==> src/rtl/pdwk_pkg.sv <==
package pdwk_pkg;

  typedef enum logic [1:0] {
    ST_RUN  = 2'd0,
    ST_PD   = 2'd1,
    ST_WAIT = 2'd2
  } pd_state_t;

  localparam int CTRL_W     = 7;
  localparam int B_ARM      = 0;
  localparam int B_IE       = 1;
  localparam int B_DLY      = 2;
  localparam int B_HRC      = 3;
  localparam int B_HXT      = 4;
  localparam int B_LRC      = 5;
  localparam int B_LXT      = 6;
  localparam logic [CTRL_W-1:0] CTRL_RST = 7'h28;

  function automatic int wake_cycles(input logic xtal, input int xtal_len, input int rc_len);
    return xtal ? xtal_len : rc_len;
  endfunction

endpackage

==> src/rtl/pdwk_regs.sv <==
module pdwk_regs
  import pdwk_pkg::*;
#(
  parameter int DW = 8
) (
  input  logic              clk,
  input  logic              rst_n,
  input  logic              unlocked,
  input  logic              reg_wr,
  input  logic              reg_addr,
  input  logic [DW-1:0]     reg_wdata,
  input  logic              wake_any,
  input  logic              exit_pd,
  output logic [CTRL_W-1:0] ctrl,
  output logic              wake_flag,
  output logic [DW-1:0]     reg_rdata
);

  logic ctrl_wr, stat_clr;
  logic unused_hi;

  assign ctrl_wr   = reg_wr && !reg_addr && unlocked;
  assign stat_clr  = reg_wr && reg_addr && reg_wdata[0];
  assign unused_hi = ^reg_wdata[DW-1:CTRL_W];

  always_ff @(posedge clk or negedge rst_n) begin
    if (!rst_n) begin
      ctrl <= CTRL_RST;
    end else begin
      if (ctrl_wr) ctrl <= reg_wdata[CTRL_W-1:0];
      if (exit_pd) ctrl[B_ARM] <= 1'b0;
    end
  end

  always_ff @(posedge clk or negedge rst_n) begin
    if (!rst_n)        wake_flag <= 1'b0;
    else if (wake_any) wake_flag <= 1'b1;
    else if (stat_clr) wake_flag <= 1'b0;
  end

  always_comb begin
    reg_rdata = '0;
    if (reg_addr) reg_rdata[0] = wake_flag;
    else          reg_rdata[CTRL_W-1:0] = ctrl;
  end

endmodule

==> src/rtl/pdwk_dly_cnt.sv <==
module pdwk_dly_cnt #(
  parameter int CW = 13
) (
  input  logic          clk,
  input  logic          rst_n,
  input  logic          load,
  input  logic [CW-1:0] load_val,
  input  logic          run,
  output logic          done
);

  logic [CW-1:0] cnt;

  always_ff @(posedge clk or negedge rst_n) begin
    if (!rst_n)               cnt <= '0;
    else if (load)            cnt <= load_val;
    else if (run && cnt != 0) cnt <= cnt - 1'b1;
  end

  assign done = run && (cnt == {{(CW-1){1'b0}}, 1'b1});

endmodule

==> src/rtl/pdwk_fsm.sv <==
module pdwk_fsm
  import pdwk_pkg::*;
#(
  parameter int XTAL_DLY = 4096,
  parameter int RC_DLY   = 16
) (
  input  logic clk,
  input  logic rst_n,
  input  logic arm,
  input  logic dly_en,
  input  logic cpu_sleep,
  input  logic wake_any,
  input  logic xtal_is_src,
  output pd_state_t state,
  output logic enter_pd,
  output logic exit_pd
);

  localparam int MAXD = (XTAL_DLY > RC_DLY) ? XTAL_DLY : RC_DLY;
  localparam int CW   = $clog2(MAXD + 1);

  pd_state_t nxt;
  logic dly_done, dly_load;
  logic [CW-1:0] dly_len;

  assign enter_pd = (state == ST_RUN) && arm && cpu_sleep;
  assign exit_pd  = (state == ST_PD) && wake_any;
  assign dly_load = exit_pd && dly_en;
  assign dly_len  = CW'(wake_cycles(xtal_is_src, XTAL_DLY, RC_DLY));

  always_comb begin
    nxt = state;
    case (state)
      ST_RUN:  if (enter_pd) nxt = ST_PD;
      ST_PD:   if (exit_pd)  nxt = dly_en ? ST_WAIT : ST_RUN;
      ST_WAIT: if (dly_done) nxt = ST_RUN;
      default: nxt = ST_RUN;
    endcase
  end

  always_ff @(posedge clk or negedge rst_n) begin
    if (!rst_n) state <= ST_RUN;
    else        state <= nxt;
  end

  pdwk_dly_cnt #(.CW(CW)) u_cnt (
    .clk      (clk),
    .rst_n    (rst_n),
    .load     (dly_load),
    .load_val (dly_len),
    .run      (state == ST_WAIT),
    .done     (dly_done)
  );

endmodule

==> src/rtl/pdwk_gate.sv <==
module pdwk_gate
  import pdwk_pkg::*;
(
  input  pd_state_t         state,
  input  logic [CTRL_W-1:0] ctrl,
  input  logic              wake_flag,
  output logic              hs_xtal_on,
  output logic              hs_rc_on,
  output logic              ls_xtal_on,
  output logic              ls_rc_on,
  output logic              ldo_on,
  output logic              pll_on,
  output logic              sys_clk_en,
  output logic              wake_irq,
  output logic              in_pd
);

  logic asleep;
  logic unused_ctl;

  assign asleep     = (state == ST_PD);
  assign in_pd      = asleep;
  assign hs_xtal_on = ctrl[B_HXT] && !asleep;
  assign hs_rc_on   = ctrl[B_HRC] && !asleep;
  assign ls_xtal_on = ctrl[B_LXT];
  assign ls_rc_on   = ctrl[B_LRC];
  assign ldo_on     = !asleep;
  assign pll_on     = !asleep;
  assign sys_clk_en = (state == ST_RUN);
  assign wake_irq   = wake_flag && ctrl[B_IE];
  assign unused_ctl = ctrl[B_ARM] ^ ctrl[B_DLY];

endmodule

==> src/rtl/pdwk_ctrl.sv <==
module pdwk_ctrl
  import pdwk_pkg::*;
#(
  parameter int DW       = 8,
  parameter int WAKE_N   = 9,
  parameter int XTAL_DLY = 4096,
  parameter int RC_DLY   = 16
) (
  input  logic              clk,
  input  logic              rst_n,
  input  logic              unlocked,
  input  logic              reg_wr,
  input  logic              reg_addr,
  input  logic [DW-1:0]     reg_wdata,
  output logic [DW-1:0]     reg_rdata,
  input  logic              cpu_sleep,
  input  logic [WAKE_N-1:0] wake_src,
  input  logic              xtal_is_src,
  output logic              hs_xtal_on,
  output logic              hs_rc_on,
  output logic              ls_xtal_on,
  output logic              ls_rc_on,
  output logic              ldo_on,
  output logic              pll_on,
  output logic              sys_clk_en,
  output logic              wake_irq,
  output logic              in_pd
);

  logic [CTRL_W-1:0] ctrl;
  logic wake_flag, wake_any, enter_pd, exit_pd;
  pd_state_t state;

  assign wake_any = |wake_src;

  pdwk_regs #(.DW(DW)) u_regs (
    .clk       (clk),
    .rst_n     (rst_n),
    .unlocked  (unlocked),
    .reg_wr    (reg_wr),
    .reg_addr  (reg_addr),
    .reg_wdata (reg_wdata),
    .wake_any  (wake_any),
    .exit_pd   (exit_pd),
    .ctrl      (ctrl),
    .wake_flag (wake_flag),
    .reg_rdata (reg_rdata)
  );

  pdwk_fsm #(.XTAL_DLY(XTAL_DLY), .RC_DLY(RC_DLY)) u_fsm (
    .clk         (clk),
    .rst_n       (rst_n),
    .arm         (ctrl[B_ARM]),
    .dly_en      (ctrl[B_DLY]),
    .cpu_sleep   (cpu_sleep),
    .wake_any    (wake_any),
    .xtal_is_src (xtal_is_src),
    .state       (state),
    .enter_pd    (enter_pd),
    .exit_pd     (exit_pd)
  );

  pdwk_gate u_gate (
    .state      (state),
    .ctrl       (ctrl),
    .wake_flag  (wake_flag),
    .hs_xtal_on (hs_xtal_on),
    .hs_rc_on   (hs_rc_on),
    .ls_xtal_on (ls_xtal_on),
    .ls_rc_on   (ls_rc_on),
    .ldo_on     (ldo_on),
    .pll_on     (pll_on),
    .sys_clk_en (sys_clk_en),
    .wake_irq   (wake_irq),
    .in_pd      (in_pd)
  );

endmodule

==> config.mk <==
export PLATFORM = sky130hd
export DESIGN_NAME = pdwk_ctrl
export DESIGN_NICKNAME = d
export VERILOG_FILES = /design/src/rtl/pdwk_pkg.sv /design/src/rtl/pdwk_regs.sv /design/src/rtl/pdwk_dly_cnt.sv /design/src/rtl/pdwk_fsm.sv /design/src/rtl/pdwk_gate.sv /design/src/rtl/pdwk_ctrl.sv
export SDC_FILE = /design/constraint.sdc
export NUM_CORES = 1
export LEC_CHECK = 0
export ABC_CLOCK_PERIOD_IN_PS = 2400
export BUFFER_PORTS_ARGS = -buffer_cell sky130_fd_sc_hd__buf_2
export CORE_ASPECT_RATIO = 0.75
export CORE_UTILIZATION = 42
export DETAILED_ROUTE_END_ITERATION = 12
export PLACE_DENSITY = 0.68
export SYNTH_ARGS = -nofsm -noshare
export SYNTH_HDL_FRONTEND = slang
export SYNTH_SLANG_ARGS = --single-unit
==> constraint.sdc <==
create_clock -name clk -period 2.4 [get_ports clk]
set_clock_uncertainty 0.1 [all_clocks]
set_input_delay 0.36 -clock clk [delete_from_list [all_inputs] [get_ports clk]]
set_output_delay 0.36 -clock clk [all_outputs]
set_load 0.02 [all_outputs]
After elaboration in Yosys (flattened, before gate mapping)
Index checks and enable logic that the tools add are counted.

word-level totals
  output and inout bits = 17
  input port bits = 24
  ROM bits = 0
  bits in registers = 23
  logic and storage cells = 48
  bits in latches = 0
  bits in writable memories = 0
  memories kept = 0

operators by class
  order comparisons = 0
  $add $sub $neg = 1
  mux-type cells = 14
  $mul = 0
  bitwise logic cells = 0
  equal/unequal tests = 6
  div/mod/pow operators = 0
  reductions and logical operators = 22
  shift operators = 0

operators with widths
  kind                                                                      number
  13-bit two-way mux                                                        3
  13-bit by 1-bit == test with 1-bit output (second input constant)         1
  1-bit logical AND                                                         13
  13-bit nonzero test                                                       1
  13-bit by 1-bit subtractor with 13-bit output (second input constant)     1
  9-bit OR reduction                                                        1
  2-bit two-way mux                                                         4
  6-bit two-way mux                                                         1
  2-bit case mux with 3 select lines                                        1
  2-bit nonzero test                                                        3
  1-bit two-way mux                                                         5
  2-bit by 1-bit inequality test with 1-bit output (second input constant)  2
  3-bit AND reduction                                                       1
  2-bit by 1-bit == test with 1-bit output (second input constant)          1
  2-bit == test (second input constant)                                     1
  1-bit zero test                                                           2
  2-bit zero test                                                           1
  2-bit inequality test (second input constant)                             1

Depth between registers and ports, before layout
  word-level depth = 5
  depth in mapped cells = 8
  depth with buffers taken out = 6

Modules after synthesis
Synthesis repeated with hierarchy kept, for this count alone.

second synthesis, totals
  cells, all modules = 167
  area, all modules = 1567.8 sq um

by module, submodules not included
  module        cells an instance  instances  seq. area each (sq um)  area an instance (sq um)
  pdwk_dly_cnt  110                1          325.3                   959.7
  pdwk_regs     29                 1          202.7                   400.4
  pdwk_fsm      15                 1          50.0                    122.6
  pdwk_gate     9                  1          0.0                     65.1
  pdwk_ctrl     4                  1          0.0                     20.0

Worst setup path before layout
OpenSTA, ideal clock, no wires.

  path type = flip-flop to flip-flop
  from = register u_fsm.u_cnt.cnt[0]
  to = register u_fsm.u_cnt.cnt[10]
  setup time = 0.078 ns
  data arrival time = 1.975 ns
  cell stages (with the launch flop) = 7
  clock period less this slack = 2.153 ns
  data required time = 2.222 ns
  path buffers = 0
  setup slack = 0.247 ns
  path through = dfrtp_1 > inv_1 > ha_1 > or3b_2 > or4_1 > or3_1 > a21oi_1

on the way
  word-level cells in the longest chain between the ends = 3
  elaborated cells on any way between the ends = 6
  those cells by class = add/sub: 1; mux: 2; reduce/logical: 3

RTL lines
  item                                                                                         line                RTL
  start: declaration                                                                           pdwk_dly_cnt.sv:12  logic [CW-1:0] cnt;
  start signal: assignment                                                                     pdwk_dly_cnt.sv:16  else if (load) cnt <= load_val;
  start signal: assignment                                                                     pdwk_dly_cnt.sv:17  else if (run && cnt != 0) cnt <= cnt - 1'b1;
  13-bit by 1-bit subtractor with 13-bit output / 13-bit nonzero test (equally long branches)  pdwk_dly_cnt.sv:17
  13-bit two-way mux / 1-bit logical AND (equally long branches)                               pdwk_dly_cnt.sv:17
  13-bit two-way mux / 2-bit nonzero test (equally long branches)                              -

Several ways; a longest one is shown, not always the timed one. The select of a mux whose other input is x is not followed.
A chain may end at the register's enable or synchronous reset.

Final worst setup path
  from = register u_fsm.u_cnt.cnt[1]
  to = register u_fsm.u_cnt.cnt[10]

Same word-level chain as after synthesis.

==> impl_metrics.ini <==
[routing]
viasPerCell = 5.25
avgRoutedWirePerCell_um = 13.4
routed_wl_mm = 2.83
drc = 0
final_antenna_net_count = 0
drtIter0Drc = 51
firstDrtPassIters = 4
num_vias = 1108

[critical_path]
r2r_start = u_fsm.u_cnt.cnt[1]
critPathMaxFanout = 6
arrival_ps = 2280
cp_slowest_stage_delay_ps = 420
r2r_end = u_fsm.u_cnt.cnt[10]
required_ps = 2480
startpoint = u_fsm.u_cnt.cnt[1]
cp_slowest_cell = or3b_4
r2r_slack_ps = 200
path_class = reg -> reg
reg2reg_depth = 6
crit_path_end_kind = register
start_kind = register
crit_end = u_fsm.u_cnt.cnt[10]
crit_chain = inv_1, ha_1, or3b_4, or4_1, or3_1, a21oi_1

[global_route]
grt_pass1_wl_mm = 4.80
grt_antenna_before_repair = 0
grt_pass1_vias = 1058
track_usage_pct = 18.9
grt_max_degree = 24
grt_overflow_total = 0

[yosys]
async_reset_ff_share_pct = 100
synth_area_per_cell_um2 = 9.78
ys_seq_area_share_pct = 44.8
synth-edff-count = 0
yosysWarningCount = 0
synth_top_area_share_pct = 40.7
synth_nets = 159
netlist_area_um2 = 1290
synth_area_leaders = dfrtp_1 41%, mux2_2 6.1%, dfstp_2 4.1%
syn_inst = 132
ys_ff_latch = 23
synth_top_area_cell = dfrtp_1
synthFlopType = dfrtp_1
synth.distinct_cells = 39

[floorplanning]
coreArea_um2 = 2940
die_y_um = 50.0
num_rows = 17
fp.dieArea_um2 = 3300
die_w_um = 66.0
num_io_pins = 41
initial_core_util_pct = 44.0

[timing]
rsz0062_at_grt = no
hold_viol_final = 0
tns_ps = 0
setup_viol = 0
fmax_mhz = 454
fin_ws_ps = 198
slew_viol_final = 0
period_needed_ps = 2200
min_period_over_period_pct = 91.8
slew_headroom_pct = 32.4
worst_slew_pin_slew_ps = 1010

[finish]
syn2layout_area_growth_pct = 21.9
n_fill_cell = 277
antennaDiodeCount = 0
regArea_um2 = 578
drive_gt1_share_pct = 35.3
multi_input_area_um2 = 666
final_common_cell = buf_2
final_nets = 201
final_core_util_pct = 53.6
final_cell_mix = 38 x buf_2, 21 x dfrtp_1, 10 x a21oi_1, 8 x nand2_1

[power]
p_total_mw = 1.69
power_density_nw_per_um2 = 1070
irDropWorstVdd_v = 0.000573
p_leak_nw = 0.716

[clocking]
htree_levels = 1
cts_tree = done
cts_sinks = 23
clk_pin_slew_ps = 80
clock_path_buffers = 2
cts_made_buffers = 3
root_buffer = clkbuf_8
worstSkewPairLatency_ps = 260

[hold_path]
hold_class = in -> reg
min_from = reg_wdata[1]

[job]
cap_violations = 0

[place]
hpwl_mm = 2.19
pre_cts_slack_ps = 135
io_buffers = 38
routabilityCongestion = 0.829

[outcome]
status = finished, final reports clean
-- cell type report --
class | instances | area share [%]
Tap cell | 38 | 3.02
Multi-Input combinational cell | 100 | 42.3
Sequential cell | 23 | 36.7
Timing Repair Buffer | 42 | 14.1
Clock buffer | 4 | 2.86
Inverter | 4 | 0.954
-- per-layer routing --
metal	up-vias	routed length [µm]	global-route usage, %	part of all wire [%]
met2	7	1380	31.5	49
met1	534	1380	24.9	49
met5	-	0	0	0
met3	0	67	5.56	2.4
met4	0	0	2.13	0
li1	567	-	-	-
-- registers in the layout (all words and copies together) (netlist names) --
signal	count
u_fsm.u_cnt.cnt	13
u_regs.ctrl	7
u_fsm.state	2
u_regs.wake_flag	1
-- kinds of logic (layout without fill, tap and decap cells) --
kind of cell	Yosys count	count (layout)	share of synthesized area, %
AND/OR/NAND/NOR	61	61	28.5
AO/OA/AOI/OAI	27	27	12.8
flip-flops	23	23	44.8
adder cells (fa/ha/maj)	3	3	2.91
buffers and inverters	9	50	3.88
other	1	1	0.290
multiplexers	8	8	6.88
-- worst max-delay path, delay by kind of cell, from the launching register on --
family	cells	cell delay, ps
fa+ha+maj	1	190
compound gates	1	140
buf+inv	1	120
simple gates	3	1150
flops	1	410
-- per-stage QoR --
step | cells | cell area (µm²) | hold WS (ps)
final | 211 | 1570 | 229
after global routing | 211 | 1570 | 222
after CTS | 211 | 1570 | 222
after detailed placement | 206 | 1520 | 268
after global placement | 206 | 1520 | 261
after floorplan | 132 | 1290 | -35.6
-- cells in the mapped netlist, types with 4 or more instances --
library cell and number:
o31ai_1 4, nand2_1 8, or3_1 5, nor4_1 4
mux2_2 7, nor2b_1 7, o21ai_0 5, a21oi_1 10
nand2b_1 5, nor2_1 7, inv_1 4, dfrtp_1 21
-- where the power goes --
group | internal (mW) | switching [mW]
combinational | 0.347 | 0.417
clock | 0.118 | 0.117
sequential | 0.535 | 0.154
-- how the worst min path moves through the flow --
| stage | end | slack (ps) | depth (start not counted) |
|---|---|---|---|
| floorplan | u_fsm.state[0] | -40 | 0 |
| global placement | u_regs.ctrl[1] | 260 | 1 |
| detailed placement | u_regs.ctrl[1] | 270 | 1 |
| CTS | u_regs.ctrl[1] | 220 | 2 |
| global route | u_regs.ctrl[1] | 220 | 2 |
| finish | u_regs.ctrl[1] | 230 | 2 |
-- timing repair --
item | CTS | global route
hold buffers | 1 | 0
setup buffers | 0 | 0
resized for setup | 0 | 1
endpoints found under the hold margin | 21 | 0
endpoints found under the setup margin | 0 | 2
Note: power is estimated with default switching activity, not from simulation.
